<file path="config.mk">
export PLATFORM = sky130hd
export DESIGN_NAME = aes_sf_err_mon
export DESIGN_NICKNAME = d
export VERILOG_FILES = /design/src/rtl/aes_mon_pkg.sv /design/src/rtl/aes_sf_parity.sv /design/src/rtl/aes_sf_events.sv /design/src/rtl/aes_sf_err_reg.sv /design/src/rtl/aes_sf_err_mon.sv
export SDC_FILE = /design/constraint.sdc
export NUM_CORES = 1
export LEC_CHECK = 0
export BUFFER_PORTS_ARGS = -buffer_cell sky130_fd_sc_hd__buf_2
export CAP_MARGIN = 30
export CORE_MARGIN = 4
export CORE_UTILIZATION = 39
export DETAILED_ROUTE_END_ITERATION = 8
export HOLD_SLACK_MARGIN = 0.02
export PLACE_DENSITY = 0.85
export SLEW_MARGIN = 20
export SYNTH_ARGS = -nofsm -noshare
export SYNTH_HDL_FRONTEND = slang
export SYNTH_SLANG_ARGS = --single-unit
</file>
<file path="constraint.sdc">
create_clock -name clk -period 2.6 [get_ports clk]
set_input_delay 0.52 -clock clk [delete_from_list [all_inputs] [get_ports clk]]
set_output_delay 0.52 -clock clk [all_outputs]
set_load 0.02 [all_outputs]
</file>
<file path="src/rtl/aes_mon_pkg.sv">
package aes_mon_pkg;
    localparam int unsigned NFLAG    = 5;
    localparam int unsigned FLG_PAR  = 0;
    localparam int unsigned FLG_BIP  = 1;
    localparam int unsigned FLG_CONF = 2;
    localparam int unsigned FLG_VAL  = 3;
    localparam int unsigned FLG_UNLK = 4;

    typedef logic [NFLAG-1:0] flag_vec_t;

    typedef struct packed {
        flag_vec_t flags;
        logic      hold;
    } mon_state_t;
endpackage

</file>
<file path="src/rtl/aes_sf_parity.sv">
module aes_sf_parity #(
    parameter int unsigned W = 28
) (
    input  logic [W-1:0] data,
    output logic         odd
);
    logic [W:0] chain;

    assign chain[0] = 1'b0;
    for (genvar i = 0; i < W; i++) begin : g_chain
        assign chain[i+1] = chain[i] ^ data[i];
    end
    assign odd = chain[W];
endmodule

</file>
<file path="src/rtl/aes_sf_events.sv">
module aes_sf_events
    import aes_mon_pkg::*;
(
    input  logic      par_odd,
    input  logic      bip_err,
    input  logic      lock_ok,
    input  logic      val_bit,
    output flag_vec_t ev
);
    always_comb begin
        ev           = '0;
        ev[FLG_PAR]  = par_odd;
        ev[FLG_BIP]  = bip_err;
        ev[FLG_UNLK] = ~lock_ok;
        ev[FLG_CONF] = bip_err | ~lock_ok;
        ev[FLG_VAL]  = val_bit;
    end
endmodule

</file>
<file path="src/rtl/aes_sf_err_reg.sv">
module aes_sf_err_reg
    import aes_mon_pkg::*;
(
    input  logic      clk,
    input  logic      rst_n,
    input  logic      sf_stb,
    input  logic      rd_clr,
    input  flag_vec_t ev,
    input  flag_vec_t en,
    output flag_vec_t flags,
    output logic      rx_err,
    output logic      hold
);
    mon_state_t st_d, st_q;

    always_comb begin
        st_d = st_q;
        if (rd_clr) begin
            st_d.flags = '0;
        end
        if (sf_stb) begin
            st_d.flags = st_d.flags | ev;
            st_d.hold  = |(ev & en);
        end
    end

    always_ff @(posedge clk or negedge rst_n) begin
        if (!rst_n) begin
            st_q <= '0;
        end else begin
            st_q <= st_d;
        end
    end

    assign flags  = st_q.flags;
    assign rx_err = |(st_q.flags & en);
    assign hold   = st_q.hold;

    // no strobe and no clear leaves the register untouched
    p_quiet_stable_r6: assert property (@(posedge clk) disable iff (!rst_n)
        (!sf_stb && !rd_clr) |=> $stable(flags));

    // a lone clear empties the register
    p_clear_empties_r7: assert property (@(posedge clk) disable iff (!rst_n)
        (rd_clr && !sf_stb) |=> (flags == '0));

    // without a clear, set flags never drop
    p_sticky_r7: assert property (@(posedge clk) disable iff (!rst_n)
        (!rd_clr) |=> ((flags & $past(flags)) == $past(flags)));

    // confidence never appears without biphase or unlock beside it
    p_conf_has_cause_r3: assert property (@(posedge clk) disable iff (!rst_n)
        $rose(flags[FLG_CONF]) |-> (flags[FLG_BIP] || flags[FLG_UNLK]));

    // an enabled event raises hold and the error output next cycle
    p_hold_follows_r9: assert property (@(posedge clk) disable iff (!rst_n)
        (sf_stb && |(ev & en)) |=> (hold && (rx_err || !$stable(en))));
endmodule

</file>
<file path="src/rtl/aes_sf_err_mon.sv">
module aes_sf_err_mon
    import aes_mon_pkg::*;
#(
    parameter int unsigned SLOT_LO = 4,
    parameter int unsigned SLOT_HI = 31,
    parameter int unsigned V_SLOT  = 28
) (
    input  logic                       clk,
    input  logic                       rst_n,
    input  logic                       sf_stb,
    input  logic [SLOT_HI-SLOT_LO:0]   sf_data,
    input  logic                       bip_err,
    input  logic                       lock_ok,
    input  logic                       rd_clr,
    input  logic [NFLAG-1:0]           err_en,
    output logic [NFLAG-1:0]           err_flags,
    output logic                       rx_err,
    output logic                       hold_req
);
    localparam int unsigned SF_W  = SLOT_HI - SLOT_LO + 1;
    localparam int unsigned V_IDX = V_SLOT - SLOT_LO;

    logic      par_odd;
    flag_vec_t ev;

    aes_sf_parity #(.W(SF_W)) u_par (
        .data (sf_data),
        .odd  (par_odd)
    );

    aes_sf_events u_ev (
        .par_odd (par_odd),
        .bip_err (bip_err),
        .lock_ok (lock_ok),
        .val_bit (sf_data[V_IDX]),
        .ev      (ev)
    );

    aes_sf_err_reg u_reg (
        .clk    (clk),
        .rst_n  (rst_n),
        .sf_stb (sf_stb),
        .rd_clr (rd_clr),
        .ev     (ev),
        .en     (err_en),
        .flags  (err_flags),
        .rx_err (rx_err),
        .hold   (hold_req)
    );

    // odd payload weight on a strobe leaves the parity flag set
    p_parity_sets_r1: assert property (@(posedge clk) disable iff (!rst_n)
        (sf_stb && (^sf_data)) |=> err_flags[FLG_PAR]);

    // a strobe while unlocked leaves the unlock flag set
    p_unlock_sets_r5: assert property (@(posedge clk) disable iff (!rst_n)
        (sf_stb && !lock_ok) |=> err_flags[FLG_UNLK]);
endmodule

</file>
# Word level (Yosys, flattened, before mapping)
# Cells that the tools add are included.
[totals]
reg_bits = 6
word_cells = 38
[op_classes]
reduce_logical = 2
n_mux = 2
bitwise = 32
[op_table]
columns = ["cell", "n"]
rows = [
  ["$xor A1 B1 Y1", 27],
  ["$and A5 B5 Y5", 2],
  ["$reduce_or A5 Y1", 2],
  ["$mux W6", 1],
  ["$mux W5", 1],
  ["$or A5 B5 Y5", 1],
  ["$not A1 Y1", 1],
  ["$or A1 B1 Y1", 1],
]

# Logic depth before layout (Yosys ltp)
[depth]
depth_word = 30
ltp_mapped = 5
depth_no_buf = 5

# Modules after synthesis
# From an unflattened synthesis, not the netlist that was laid out.
[unflattened]
cells_unflattened = 58
area_unflattened_um2 = 548.0
[modules_own_cells]
columns = ["mod", "cells_each", "area_per_inst_um2", "seq_area_each_um2", "n_inst"]
rows = [
  ["aes_sf_err_reg", 28, 261.5, 150.1, 1],
  ["aes_sf_parity", 25, 254.0, 0.0, 1],
  ["aes_sf_events", 5, 32.5, 0.0, 1],
]

# Worst setup path before layout
# OpenSTA, ideal clock, no wires.
[synth_path]
kind = "input to register"
start = "input sf_data[23]"
end = "register u_reg.st_q (netlist bit u_reg.flags[0])"
setup_ns = 0.126
slack_ns = 0.977
arrival_ns = 1.497
stages = 5
cell_sequence = "xnor2_1 -> xnor2_1 -> xnor3_1 -> xnor3_1 -> o22ai_1"
[synth_rtl]
columns = ["element", "line", "text"]
rows = [
  ["from (decl)", "aes_sf_err_mon.sv:11", "input logic [SLOT_HI-SLOT_LO:0] sf_data,"],
  ["to (signal assigned)", "aes_sf_err_reg.sv:31", "st_q <= st_d;"],
  ["to (decl)", "aes_sf_err_reg.sv:14", "mon_state_t st_d, st_q;"],
]

# Worst setup path after layout
[layout_path]
start = "register u_reg.st_q (netlist bit u_reg.flags[0])"
end = "output rx_err"
[layout_between]
elab_chain_len = 2
[layout_rtl]
columns = ["element", "line", "text"]
rows = [
  ["$and A5 B5 Y5", "aes_sf_err_reg.sv:36", "assign rx_err = |(st_q.flags & en);"],
  ["$reduce_or A5 Y1", "aes_sf_err_reg.sv:36", ""],
  ["to (decl)", "aes_sf_err_mon.sv:17", "output logic rx_err,"],
]
# No other way between the ends.

==> results.txt <==
run status = finished, final reports clean
maximum net fanout on the critical path = 3
final hold violation count = 0
Layout Area Growth over Synthesis = 50.4%
total area of sequential cells = 150 sq um
final weighted congestion of routability-driven global placement = 0.781
synth top area cells = xnor2_1 33%, dfrtp_1 28%, xnor3_1 8.5%, o21ai_0 5.7%, inv_1 5.0%
sum of routed wire length over all layers = 1400 um
Clock Pin Slew Worst Setup and Hold Paths = 50 ps
row cnt = 13
Starting Density = 41.2%
gr ovfl total = 0
highest clock rate = 577 MHz
number of global-route vias before repair = 540
Data arrival, critical path = 1210 ps
Power Density = 588 mW/mm^2
post-DP HPWL = 1200 um
port bufs = 45
finished layout cell area = 796 sq um
kind of end point of the critical path = primary output
cts repair resizes = 0
worst setup slack for register-to-register paths = 1860 ps
maximum number of pins on one net before global-route repair = 7
final-report max-slew violation count = 0
maximum root-to-sink buffer count = 2
minimum hold slack = 98.5 ps
cell area after synthesis = 529 sq um
final net count = 145
largest vdd supply drop = 0.438 mV
violation count after the first detailed-routing iteration = 6
# setup viols final = 0
Filler Cell Count = 122
ordered list of cells on the worst path = a222oi_1, nand2_1, buf_2
Synth Warn # = 0
final setup margin = 867 ps
clock tree from TritonCTS = built
Clock Sinks = 6
share of the yosys chip area belonging to registers = 28.4%
Synth top area share = 33.1%
total of hold buffers inserted after clock tree synthesis = 0
capture instance of the worst register-to-register path = u_reg.hold$_DFFE_PN0P_
chip height = 44.8 um
Num CTS Buffers = 3
Mean Syn Cell Area = 9.45 sq um
Final Core Density = 61.9%
clock latency reported for the late side of the worst-skew pair = 240 ps
Req. time, crit path = 2080 ps
initial antenna violation count = 0
path type of the worst min-delay path = primary input to async pin
area of the core = 0.00128 sq mm
WL/cell = 11.7 um
static power due to leakage = 0.416 nW
buffers plus inverters on the worst setup path = 1
Synth Net Count = 95
cell taking the most area after synthesis = xnor2_1
total track usage = 13.9%
multi-input gate area in the final layout = 353 sq um
cell area reported after detailed placement = 773 sq um
overall die area = 0.00201 sq mm
launching element type of the critical path = register
number of buffers added for setup after CTS = 0
wire length of the first global-routing pass = 2050 um
worst reg2reg path startpoint = u_reg.hold$_DFFE_PN0P_
final cycle utilization of the critical path = 66.6%
maximum clock skew at final layout = 0 ps
Routed Antenna Nets = 0
DRC violation count after routing = 0
count of vias placed by the detailed router = 569
relative slew slack = 80.8%
delay of the slowest cell on the worst path = 400 ps
Yosys cell types = 14
via/cell ratio = 4.78
fraction of layout instances using a drive strength above 1 = 47.1%
CTS H-Tree Depth = 1
slowest cell on the critical path = dfrtp_1
min cycle time layout = 1730 ps
number of instances in the synthesized netlist = 56
post-synthesis register bit count = 6
R2R cell count = 2
worst slack, placed = 794 ps
top-level port count = 46
floorplan die width = 44.8 um
DRT Pass-1 Iters = 5
sum of negative setup slack = 0 ps
count of maximum capacitance violations = 0
antenna cells = 0
setup repair after global routing missed its margin = false
cell at the root of the clock tree = clkbuf_4
startpoint-to-endpoint class of the critical path = register to primary output
Slew @ Worst Pin = 288 ps
Crit path max-delay family = flip-flops
[routing by layer]
layer	global-route usage, %	vias up	part of all wire, %
li1	-	281	-
met1	15.2	248	37
met2	25.8	38	50
met3	4.38	2	12
met4	3.51	0	0.64
met5	0	-	0
[flip-flops by register name, indices dropped and copies added, names as in the netlist]
signal and flops:
u_reg.flags 5, u_reg.hold 1
[cells in the final DEF, fill, tap and decap left out, types with 2 or more instances in the layout]
cell	n
dfrtp_1	6
nand2_1	3
xor2_1	2
o22ai_1	3
clkbuf_4	3
inv_1	7
a21oi_1	2
buf_2	45
o21ai_0	6
xnor3_1	2
xnor2_1	20
[report_power, final]
group          internal, mW  switching (mW)  leakage, nW  total, mW
clock network        0.0522          0.0332       0.0138     0.0855
logic                 0.138           0.114        0.332      0.252
registers             0.114          0.0164       0.0702      0.130
total                 0.304           0.164        0.416      0.468
[worst max path at each step]
| stage | start | to | slack [ps] | cells past startpoint |
|---|---|---|---|---|
| floorplan | sf_data[23] | u_reg.flags[0]$_DFF_PN0_ | 980 | 5 |
| global placement | sf_data[24] | u_reg.flags[0]$_DFF_PN0_ | 820 | 6 |
| detailed placement | sf_data[24] | u_reg.flags[0]$_DFF_PN0_ | 790 | 6 |
| CTS | u_reg.flags[0]$_DFF_PN0_ | rx_err | 870 | 3 |
| global route | u_reg.flags[0]$_DFF_PN0_ | rx_err | 760 | 3 |
| finish | u_reg.flags[0]$_DFF_PN0_ | rx_err | 870 | 3 |
[Yosys cell counts]
cell      count
xnor2_1      20
inv_1         7
dfrtp_1       6
o21ai_0       6
nand2_1       3
o22ai_1       3
a21oi_1       2
xnor3_1       2
xor2_1        2
a222oi_1      1
a22oi_1       1
and3_1        1
nand3_1       1
xnor2_2       1
[per-stage QoR]
| stage | total power [mW] | instances |
|---|---|---|
| 6_report | 0.468 | 119 |
| 2_1_floorplan | 0.303 | 56 |
| 3_5_place_dp | 0.382 | 116 |
| 5_1_grt | 0.500 | 119 |
| 4_1_cts | 0.467 | 119 |
| 3_3_place_gp | 0.374 | 116 |
[kinds of logic after synthesis]
logic type / count (synthesis) / synth area share [%]
AOI/OAI and AO/OA: 13 / 14.4
xor gates and xnor gates: 25 / 48.0
buffers and inverters: 7 / 4.97
DFF: 6 / 28.4
and+or+nand+nor: 5 / 4.26
[worst register-to-register path, cell delays in order (launching register included)]
cell,delay (ps)
dfrtp_1,390
o22ai_1,180
a21oi_1,60
[cell type report]
class | instances | share of cell area, %
Multi-Input combinational cell | 43 | 44.3
Inverter | 7 | 3.30
Clock buffer | 3 | 2.83
Sequential cell | 6 | 18.9
Timing Repair Buffer | 45 | 28.3
Tap cell | 15 | 2.36
Power figures use the tool's default switching activity.
